$ cat src/rtl/agu_pkg.sv
package agu_pkg;

    typedef logic [15:0] addr_t;

    localparam int NPTR     = 3;
    localparam int PTR_REG0 = 26;

    localparam addr_t IO_BASE  = 16'h0020;
    localparam addr_t XIO_BASE = 16'h0060;
    localparam addr_t RAM_BASE = 16'h0100;

    typedef enum logic [2:0] {
        MD_DIRECT  = 3'd0,
        MD_IND     = 3'd1,
        MD_DISP    = 3'd2,
        MD_PREDEC  = 3'd3,
        MD_POSTINC = 3'd4,
        MD_PORT    = 3'd5
    } mode_e;

    typedef enum logic [1:0] {
        SEL_X = 2'd0,
        SEL_Y = 2'd1,
        SEL_Z = 2'd2
    } psel_e;

    typedef enum logic [1:0] {
        RG_GPR = 2'd0,
        RG_IO  = 2'd1,
        RG_XIO = 2'd2,
        RG_RAM = 2'd3
    } region_e;

    typedef struct packed {
        addr_t ea;
        addr_t wb_val;
        logic  wb_en;
    } calc_t;

    function automatic region_e region_of(addr_t a);
        if (a < IO_BASE)       return RG_GPR;
        else if (a < XIO_BASE) return RG_IO;
        else if (a < RAM_BASE) return RG_XIO;
        else                   return RG_RAM;
    endfunction

endpackage

$ cat src/rtl/agu_ptr_regs.sv
module agu_ptr_regs
    import agu_pkg::*;
(
    input  logic                 clk,
    input  logic                 rst,
    input  logic                 byte_we_i,
    input  logic [4:0]           byte_idx_i,
    input  logic [7:0]           byte_wdata_i,
    input  logic                 wb_en_i,
    input  logic [1:0]           wb_sel_i,
    input  addr_t                wb_val_i,
    output logic [NPTR-1:0][15:0] ptr_o
);
    localparam int NBYTES = 2 * NPTR;

    logic [4:0] off;
    logic       hit;
    logic [7:0] bytes_q [NBYTES];

    assign off = byte_idx_i - 5'(PTR_REG0);
    assign hit = (byte_idx_i >= 5'(PTR_REG0)) && (off < 5'(NBYTES));

    for (genvar g = 0; g < NBYTES; g++) begin : g_byte
        always_ff @(posedge clk) begin
            if (rst)
                bytes_q[g] <= 8'h00;
            else if (wb_en_i && wb_sel_i == 2'(g / 2))
                bytes_q[g] <= wb_val_i[8*(g%2) +: 8];
            else if (byte_we_i && hit && off == 5'(g))
                bytes_q[g] <= byte_wdata_i;
        end
    end

    for (genvar p = 0; p < NPTR; p++) begin : g_ptr
        assign ptr_o[p] = {bytes_q[2*p+1], bytes_q[2*p]};
    end

    // write-back value lands in the selected pair on the next edge
    p_wb_lands_r7: assert property (@(posedge clk) disable iff (rst)
        wb_en_i |=> ptr_o[$past(wb_sel_i)] == $past(wb_val_i));

endmodule

$ cat src/rtl/agu_addr_calc.sv
module agu_addr_calc
    import agu_pkg::*;
(
    input  mode_e       mode_i,
    input  psel_e       sel_i,
    input  logic [5:0]  disp_i,
    input  addr_t       dir_i,
    input  logic [5:0]  port_i,
    input  addr_t       ptr_i,
    output calc_t       calc_o
);
    always_comb begin
        calc_o.ea     = ptr_i;
        calc_o.wb_val = ptr_i;
        calc_o.wb_en  = 1'b0;
        case (mode_i)
            MD_DIRECT: calc_o.ea = dir_i;
            MD_IND:    calc_o.ea = ptr_i;
            MD_DISP: begin
                if (sel_i != SEL_X)
                    calc_o.ea = ptr_i + {10'd0, disp_i};
            end
            MD_PREDEC: begin
                calc_o.ea     = ptr_i - 16'd1;
                calc_o.wb_val = ptr_i - 16'd1;
                calc_o.wb_en  = 1'b1;
            end
            MD_POSTINC: begin
                calc_o.wb_val = ptr_i + 16'd1;
                calc_o.wb_en  = 1'b1;
            end
            MD_PORT:   calc_o.ea = IO_BASE + {10'd0, port_i};
            default:   calc_o.ea = dir_i;
        endcase
    end
endmodule

$ cat src/rtl/agu_sram_model.sv
module agu_sram_model #(
    parameter int BYTES = 512
) (
    input  logic                     clk,
    input  logic                     rst,
    input  logic                     req_i,
    input  logic                     we_i,
    input  logic [$clog2(BYTES)-1:0] idx_i,
    input  logic [7:0]               wdata_i,
    output logic                     busy_o,
    output logic                     ack_o,
    output logic [7:0]               rdata_o
);
    localparam int IW = $clog2(BYTES);

    logic [7:0]    mem [BYTES];
    logic [IW-1:0] idx_q;
    logic          we_q;
    logic [7:0]    wdata_q;
    logic          phase_q;

    always_ff @(posedge clk) begin
        if (rst) begin
            phase_q <= 1'b0;
            ack_o   <= 1'b0;
            idx_q   <= '0;
            we_q    <= 1'b0;
            wdata_q <= 8'h00;
            rdata_o <= 8'h00;
        end else begin
            ack_o <= 1'b0;
            if (phase_q) begin
                phase_q <= 1'b0;
                ack_o   <= 1'b1;
                rdata_o <= we_q ? 8'h00 : mem[idx_q];
            end else if (req_i) begin
                phase_q <= 1'b1;
                idx_q   <= idx_i;
                we_q    <= we_i;
                wdata_q <= wdata_i;
            end
        end
    end

    always_ff @(posedge clk) begin
        if (!rst && phase_q && we_q)
            mem[idx_q] <= wdata_q;
    end

    assign busy_o = phase_q;

    // two-cycle handshake: busy first cycle, acknowledge second
    p_two_cycle_r9: assert property (@(posedge clk) disable iff (rst)
        (req_i && !busy_o) |=> (busy_o && !ack_o) ##1 (ack_o && !busy_o));

endmodule

$ cat src/rtl/agu_top.sv
module agu_top
    import agu_pkg::*;
#(
    parameter int SRAM_BYTES = 512
) (
    input  logic        clk,
    input  logic        rst,
    input  logic        start_i,
    input  logic [2:0]  mode_i,
    input  logic [1:0]  ptr_sel_i,
    input  logic [5:0]  disp_i,
    input  logic [15:0] dir_addr_i,
    input  logic [5:0]  port_i,
    input  logic        we_i,
    input  logic [7:0]  wdata_i,
    input  logic        reg_we_i,
    input  logic [4:0]  reg_idx_i,
    input  logic [7:0]  reg_wdata_i,
    output logic [15:0] eff_addr_o,
    output logic [1:0]  region_o,
    output logic        oor_o,
    output logic        busy_o,
    output logic        done_o,
    output logic [7:0]  rdata_o,
    output logic [15:0] ptr_x_o,
    output logic [15:0] ptr_y_o,
    output logic [15:0] ptr_z_o
);
    localparam int IW = $clog2(SRAM_BYTES);

    logic [NPTR-1:0][15:0] ptrs;
    logic [1:0]  sel_idx;
    addr_t       ptr_cur;
    calc_t       calc;
    region_e     reg_now;
    addr_t       ram_off;
    logic        oor_now;
    logic        accept;
    logic        ram_req;
    logic        ram_busy, ram_ack;
    logic [7:0]  ram_rdata;
    logic        fast_done_q;

    assign sel_idx = (ptr_sel_i == 2'd3) ? 2'd2 : ptr_sel_i;
    assign ptr_cur = ptrs[sel_idx];

    agu_ptr_regs u_ptrs (
        .clk          (clk),
        .rst          (rst),
        .byte_we_i    (reg_we_i),
        .byte_idx_i   (reg_idx_i),
        .byte_wdata_i (reg_wdata_i),
        .wb_en_i      (accept && calc.wb_en),
        .wb_sel_i     (sel_idx),
        .wb_val_i     (calc.wb_val),
        .ptr_o        (ptrs)
    );

    agu_addr_calc u_calc (
        .mode_i (mode_e'(mode_i)),
        .sel_i  (psel_e'(ptr_sel_i)),
        .disp_i (disp_i),
        .dir_i  (dir_addr_i),
        .port_i (port_i),
        .ptr_i  (ptr_cur),
        .calc_o (calc)
    );

    assign reg_now = region_of(calc.ea);
    assign ram_off = calc.ea - RAM_BASE;
    assign oor_now = (reg_now == RG_RAM) && (ram_off >= 16'(SRAM_BYTES));
    assign accept  = start_i && !busy_o;
    assign ram_req = accept && (reg_now == RG_RAM) && !oor_now;

    agu_sram_model #(.BYTES(SRAM_BYTES)) u_ram (
        .clk     (clk),
        .rst     (rst),
        .req_i   (ram_req),
        .we_i    (we_i),
        .idx_i   (ram_off[IW-1:0]),
        .wdata_i (wdata_i),
        .busy_o  (ram_busy),
        .ack_o   (ram_ack),
        .rdata_o (ram_rdata)
    );

    always_ff @(posedge clk) begin
        if (rst) begin
            eff_addr_o  <= 16'h0000;
            region_o    <= RG_GPR;
            oor_o       <= 1'b0;
            fast_done_q <= 1'b0;
        end else begin
            fast_done_q <= accept && !ram_req;
            if (accept) begin
                eff_addr_o <= calc.ea;
                region_o   <= reg_now;
                oor_o      <= oor_now;
            end
        end
    end

    assign busy_o  = ram_busy;
    assign done_o  = fast_done_q || ram_ack;
    assign rdata_o = ram_ack ? ram_rdata : 8'h00;
    assign ptr_x_o = ptrs[0];
    assign ptr_y_o = ptrs[1];
    assign ptr_z_o = ptrs[2];

    p_port_window_r8: assert property (@(posedge clk) disable iff (rst)
        (accept && mode_i == MD_PORT) |=> region_o == RG_IO);

    p_disp_bound_r4: assert property (@(posedge clk) disable iff (rst)
        (accept && mode_i == MD_DISP) |-> (calc.ea - ptr_cur) <= 16'd63);

    p_oor_zero_r10: assert property (@(posedge clk) disable iff (rst)
        (done_o && oor_o) |-> rdata_o == 8'h00);

    p_ignore_busy_r12: assert property (@(posedge clk) disable iff (rst)
        (busy_o && !reg_we_i) |=> ($stable(ptr_x_o) && $stable(ptr_y_o)
                                   && $stable(ptr_z_o) && $stable(eff_addr_o)));

endmodule

$ cat config.mk
export PLATFORM = sky130hd
export DESIGN_NAME = agu_top
export DESIGN_NICKNAME = d
export VERILOG_FILES = /design/src/rtl/agu_pkg.sv /design/src/rtl/agu_ptr_regs.sv /design/src/rtl/agu_addr_calc.sv /design/src/rtl/agu_sram_model.sv /design/src/rtl/agu_top.sv
export SDC_FILE = /design/constraint.sdc
export NUM_CORES = 2
export LEC_CHECK = 0
export BUFFER_PORTS_ARGS = -buffer_cell sky130_fd_sc_hd__buf_4
export CAP_MARGIN = 20
export CORE_ASPECT_RATIO = 1.4
export CORE_MARGIN = 10
export CORE_UTILIZATION = 38
export DETAILED_ROUTE_END_ITERATION = 12
export PLACE_DENSITY = 0.48
export SYNTH_ARGS = -nofsm -noshare
export SYNTH_HDL_FRONTEND = slang
export SYNTH_MEMORY_MAX_BITS = 65536
export SYNTH_SLANG_ARGS = --single-unit
export TNS_END_PERCENT = 10
$ cat constraint.sdc
create_clock -name clk -period 16.13 [get_ports clk]
set_input_delay 3.226 -clock clk [delete_from_list [all_inputs] [get_ports clk]]
set_output_delay 3.226 -clock clk [all_outputs]
set_load 0.005 [all_outputs]
==> metrics.md <==
| Metric | Value |
|---|---|
| CTS sink cnt | `around 4200` |
| Crit-path cells | `buf_4, o21ai_1, ha_1, fa_1, a211oi_1, nor2_1, o31ai_1, xor2_1, o211ai_1, nand3_1, ha_1, or2_2, o21ai_2, a21oi_1, a311oi_1` |
| Mux cell area share after synthesis | `a little under a fifth` |
| Initial Utilization | `38.2%` |
| CP startpoint kind | `primary input` |
| Outcome | `complete, no violations` |
| Part of the power in the clock network | `43.9%` |
| Filler cell count | `36800` |
| Simple-gate share of the synthesized area | `2.26%` |
| Final TNS setup | `0 ns` |
| Largest net degree at the start of global routing | `198` |
| DR vias | `~75000` |
| Antenna violations before repair | `26` |
| Overall power | `roughly 22 mW` |
| # resized after CTS | `0` |
| Post-CTS Setup Bufs | `0` |
| Fmax | `0.133 GHz` |
| MaxCap Viol Count | `0` |
| Post-synth cell types | `75` |
| Fin. max-slew vios | `0` |
| Num CTS Buffers | `between 400 and 500` |
| Sequential share of power | `54.7%` |
| Clock Latency Late Sink | `a little under 1 ns` |
| Vias per cell | `5.52` |
| Crit-path slowest cell | `o31ai_1` |
| Root Buffer | `clkbuf_16` |
| Total grt overflow | `0` |
| RSZ-0062 raised after global routing | `false` |
| Core Footprint | `430000 um2` |
| Lkg Pwr | `64.9 nW` |
| Syn Std Cell Area | `164000 um2` |
| Hold path startpoint | `u_ram.rdata_o[2]` |
| Post-CTS Hold Fix Bufs | `0` |
| Layout area overhead | `12.8%` |
| H-tree levels | `5` |
| PnR worst setup slack | `8.63 ns` |
| WHS Path Cells | `2` |
| Placed insts | `12800` |
| Clock Path Buffers | `4` |
| Reg2Reg Depth | `9` |
| Hold Path End | `u_ram.rdata_o[2]` |
| Buffers on Ports | `135` |
| Tmin final | `7.50 ns` |
| Sequential element share of the synthesized area | `approximately three quarters` |
| Switching fraction of total power | `20.0%` |
| RR Endpoint | `u_ram.rdata_o[4]` |
| Layout cells sized above 1 | `29.0%` |
| Post-synth EDFFs | `4144` |
| Routed len/inst | `about 32 um` |
| # IOs | `136` |
| Die W | `576 um` |
| Ys flop type | `edfxtp_1` |
| Least-Margin Pin Slew | `1.23 ns` |
| Die area | `459000 um2` |
| Synthesized net count | `7318` |
| Fin crit share | `46.5%` |
| Crit-path most repeated cell | `ha_1` |
| Yosys top cell area share | `75.8%` |
| Final setup viols | `0` |
| Synthesized instance count | `7246` |
| Worst Setup SP | `ptr_sel_i[1]` |
| CP Capture Type | `flop` |
| Rel. slew slack | `18.1%` |
| Internal Power | `17.4 mW` |
| Synth Warn # | `0` |
| Post-DP HPWL | `roughly 270000 um` |
| Max incr delay on CP | `0.75 ns` |
| Area contributors post-synth | `edfxtp_1, mux4_2, nor2_1, dfxtp_1, clkbuf_1` |
| Drt pass-1 iters | `6` |
| Crit-path max FO | `49` |
| Largest family of logic cells by synthesized area | `multiplexers` |
| Xor-xnor portion of the synthesized cell area | `0.128%` |
| Crit Path Category | `in -> reg` |
| First-pass GRT wire length | `626000 um` |
| Drc violations | `0` |
| Detail Route Antenna Nets | `0` |
| Worst-path clk slew | `0.06 ns` |
| Placer Congestion | `0.850` |
| Comb pwr share | `under 10%` |
| Worst VDD drop | `88.0 uV` |
| Synth Area in Compound Gates | `1.12%` |
| Critical path's top delay family | `compound AO/OA/AOI/OAI gates` |
| Final #Nets | `about 7600` |
| Worst path arrival time | `8.40 ns` |
| Yosys reg bits | `4201` |
| Total GRT Usage | `a little under a fifth` |
| Pwr Density | `117 nW/um2` |
| Die height | `798 um` |
| Post-Synth Adder-Cell Area | `less than 1%` |
| HP Class | `reg -> reg` |
| Place WS | `~7.6 ns` |
| CTS tree | `built` |
| Leading area contributor after synthesis | `edfxtp_1` |
| Cell row count | `285` |
| Finished Layout Cells | `13600` |
| P_sw | `between 4 and 5 mW` |
| CP Data Required Time | `17.03 ns` |
| Buf+Inv Stages, Crit Path | `1` |
| Worst R2R Setup Slack | `10.01 ns` |
| Final Hold Fails | `0` |
| Syn_area_per_cell | `22.7 um2` |
| Ys async rst share | `0%` |
| Worst-case clock skew | `0.0424 ns` |
| Detailed Route WL | `440000 um` |
| 1st-iter DRT viols | `6748` |
| Number of global-route vias before repair | `79700` |
[cells by family (layout without fill, tap and decap cells)]
kind of cell	after synthesis	count (layout)
DFF	4201	4201
muxes	1399	1399
and+or+nand+nor	881	881
xor gates and xnor gates	24	24
other	0	16
buffers and inverters	454	1010
AOI/OAI and AO/OA	274	274
adders and majority gates	13	13
[stage by stage]
stage	hold WS, ns	instance area (um2)	utilization, %
after floorplan	0.417	164000	-
after global placement	0.440	172000	40.0
after detailed placement	0.440	172000	40.0
after CTS	0.455	185000	43.0
after global routing	0.479	185000	43.0
final	0.450	185000	43.0
[how the worst max path moves through the flow]
stage	endpoint	slack, ns	cells past startpoint
2_1_floorplan	u_ram.mem[0][0]	8.11	0
3_3_place_gp	flop	7.76	15
3_5_place_dp	u_ram.idx_q[6]	7.64	15
4_1_cts	u_ram.idx_q[6]	8.73	15
5_1_grt	u_ram.idx_q[6]	8.17	15
6_report	u_ram.idx_q[6]	8.63	15
[layout make-up]
| class | instances | area (um2) | area share, % |
|---|---|---|---|
| clock inverters | 246 | 2520 | 1.36 |
| clock buffers | 485 | 10600 | 5.70 |
| flip-flops and latches | 4201 | 126000 | 67.8 |
| repair buffers | 266 | 2280 | 1.23 |
| well taps | 5740 | 7180 | 3.88 |
| inverters | 13 | 48.8 | 0.0263 |
| multi-input cells | 2591 | 37000 | 20.0 |
| diodes | 16 | 40.0 | 0.0216 |
[layer usage]
layer	track usage, %	vias to the layer above	wire length, um
met2	34.3	1948	238000
met1	23.3	41200	169000
met4	6.05	0	16100
li1	-	31200	-
met5	0	-	0
met3	2.18	593	17000
[state kept, by name (all words and copies together) (netlist names), named ones only]
name,flops
oor_o,1
eff_addr_o,16
u_ram.ack_o,1
u_ram.rdata_o,8
u_ram.mem,4096
u_ram.busy_o,1
u_ram.wdata_q,8
u_ram.we_q,1
u_ptrs.bytes_q,48
u_ram.idx_q,9
fast_done_q,1
region_o,2
[power groups by stage]
stage          combinational (mW)  sequential, mW  clock, mW
3_3_place_gp                0.292            12.1          0
3_5_place_dp                0.295            12.1          0
6_report                    0.294            11.9       9.53
2_1_floorplan               0.169            12.1          0
4_1_cts                     0.296            11.9       9.78
5_1_grt                     0.316            11.9       10.2
[cells in the final DEF, fill, tap and decap left out, types with 8 or more instances in the layout]
cell        Yosys  layout
clkbuf_1      296      74
nand2_1       167     155
mux2i_1        36      36
nand2_4         0      12
nor3_1         18      18
dfxtp_4         0      14
o21a_1         13      13
edfxtp_1     4144    4144
dfxtp_1        57      42
clkinvlp_4      0      19
clkbuf_16       0     411
nand3_1        38      34
a22o_1         32      32
mux4_2       1352    1352
ha_1           12      12
o21ai_0        64      64
o211ai_1       21      21
nor3b_1         9       8
inv_1           9       9
nor2_1        572     571
mux2_2         10      10
clkinv_2        0      74
buf_12          0      16
diode_2         0      16
inv_6           0      11
bufinv_16       0      46
clkinv_1        1      82
buf_4           7     240
and2_1         17      17
a211oi_1       18      18
xnor2_1        20      20
nor2b_1        10      10
a21oi_1        68      68
[worst reg2reg max path: stages (launching register included)]
cell,delay [ns]
dfxtp_4,0.96
buf_12,0.64
buf_4,0.99
buf_4,0.88
mux4_2,0.53
mux4_2,0.58
mux4_2,0.66
mux4_2,0.58
nand2_1,0.11
nand3_1,0.07
[synth_stat cells (5+ instances only)]
| cell | count |
|---|---|
| ha_1 | 12 |
| a211oi_1 | 18 |
| o211ai_1 | 21 |
| o21ai_2 | 6 |
| nor3b_1 | 9 |
| o21ai_0 | 64 |
| nor3_1 | 18 |
| inv_1 | 9 |
| buf_1 | 89 |
| nand2b_1 | 5 |
| a21oi_1 | 68 |
| buf_2 | 44 |
| mux2i_1 | 36 |
| o21a_1 | 13 |
| nand3_1 | 38 |
| a22o_1 | 32 |
| dfxtp_1 | 57 |
| edfxtp_1 | 4144 |
| buf_4 | 7 |
| nor4_1 | 7 |
| nor2b_1 | 10 |
| clkbuf_1 | 296 |
| o22ai_1 | 5 |
| mux4_2 | 1352 |
| xnor2_1 | 20 |
| and3_1 | 5 |
| and2_1 | 17 |
| nor2_1 | 572 |
| mux2_2 | 10 |
| nand2_1 | 167 |
| a22oi_1 | 6 |
No activity file was read; power rests on OpenSTA's default activity.
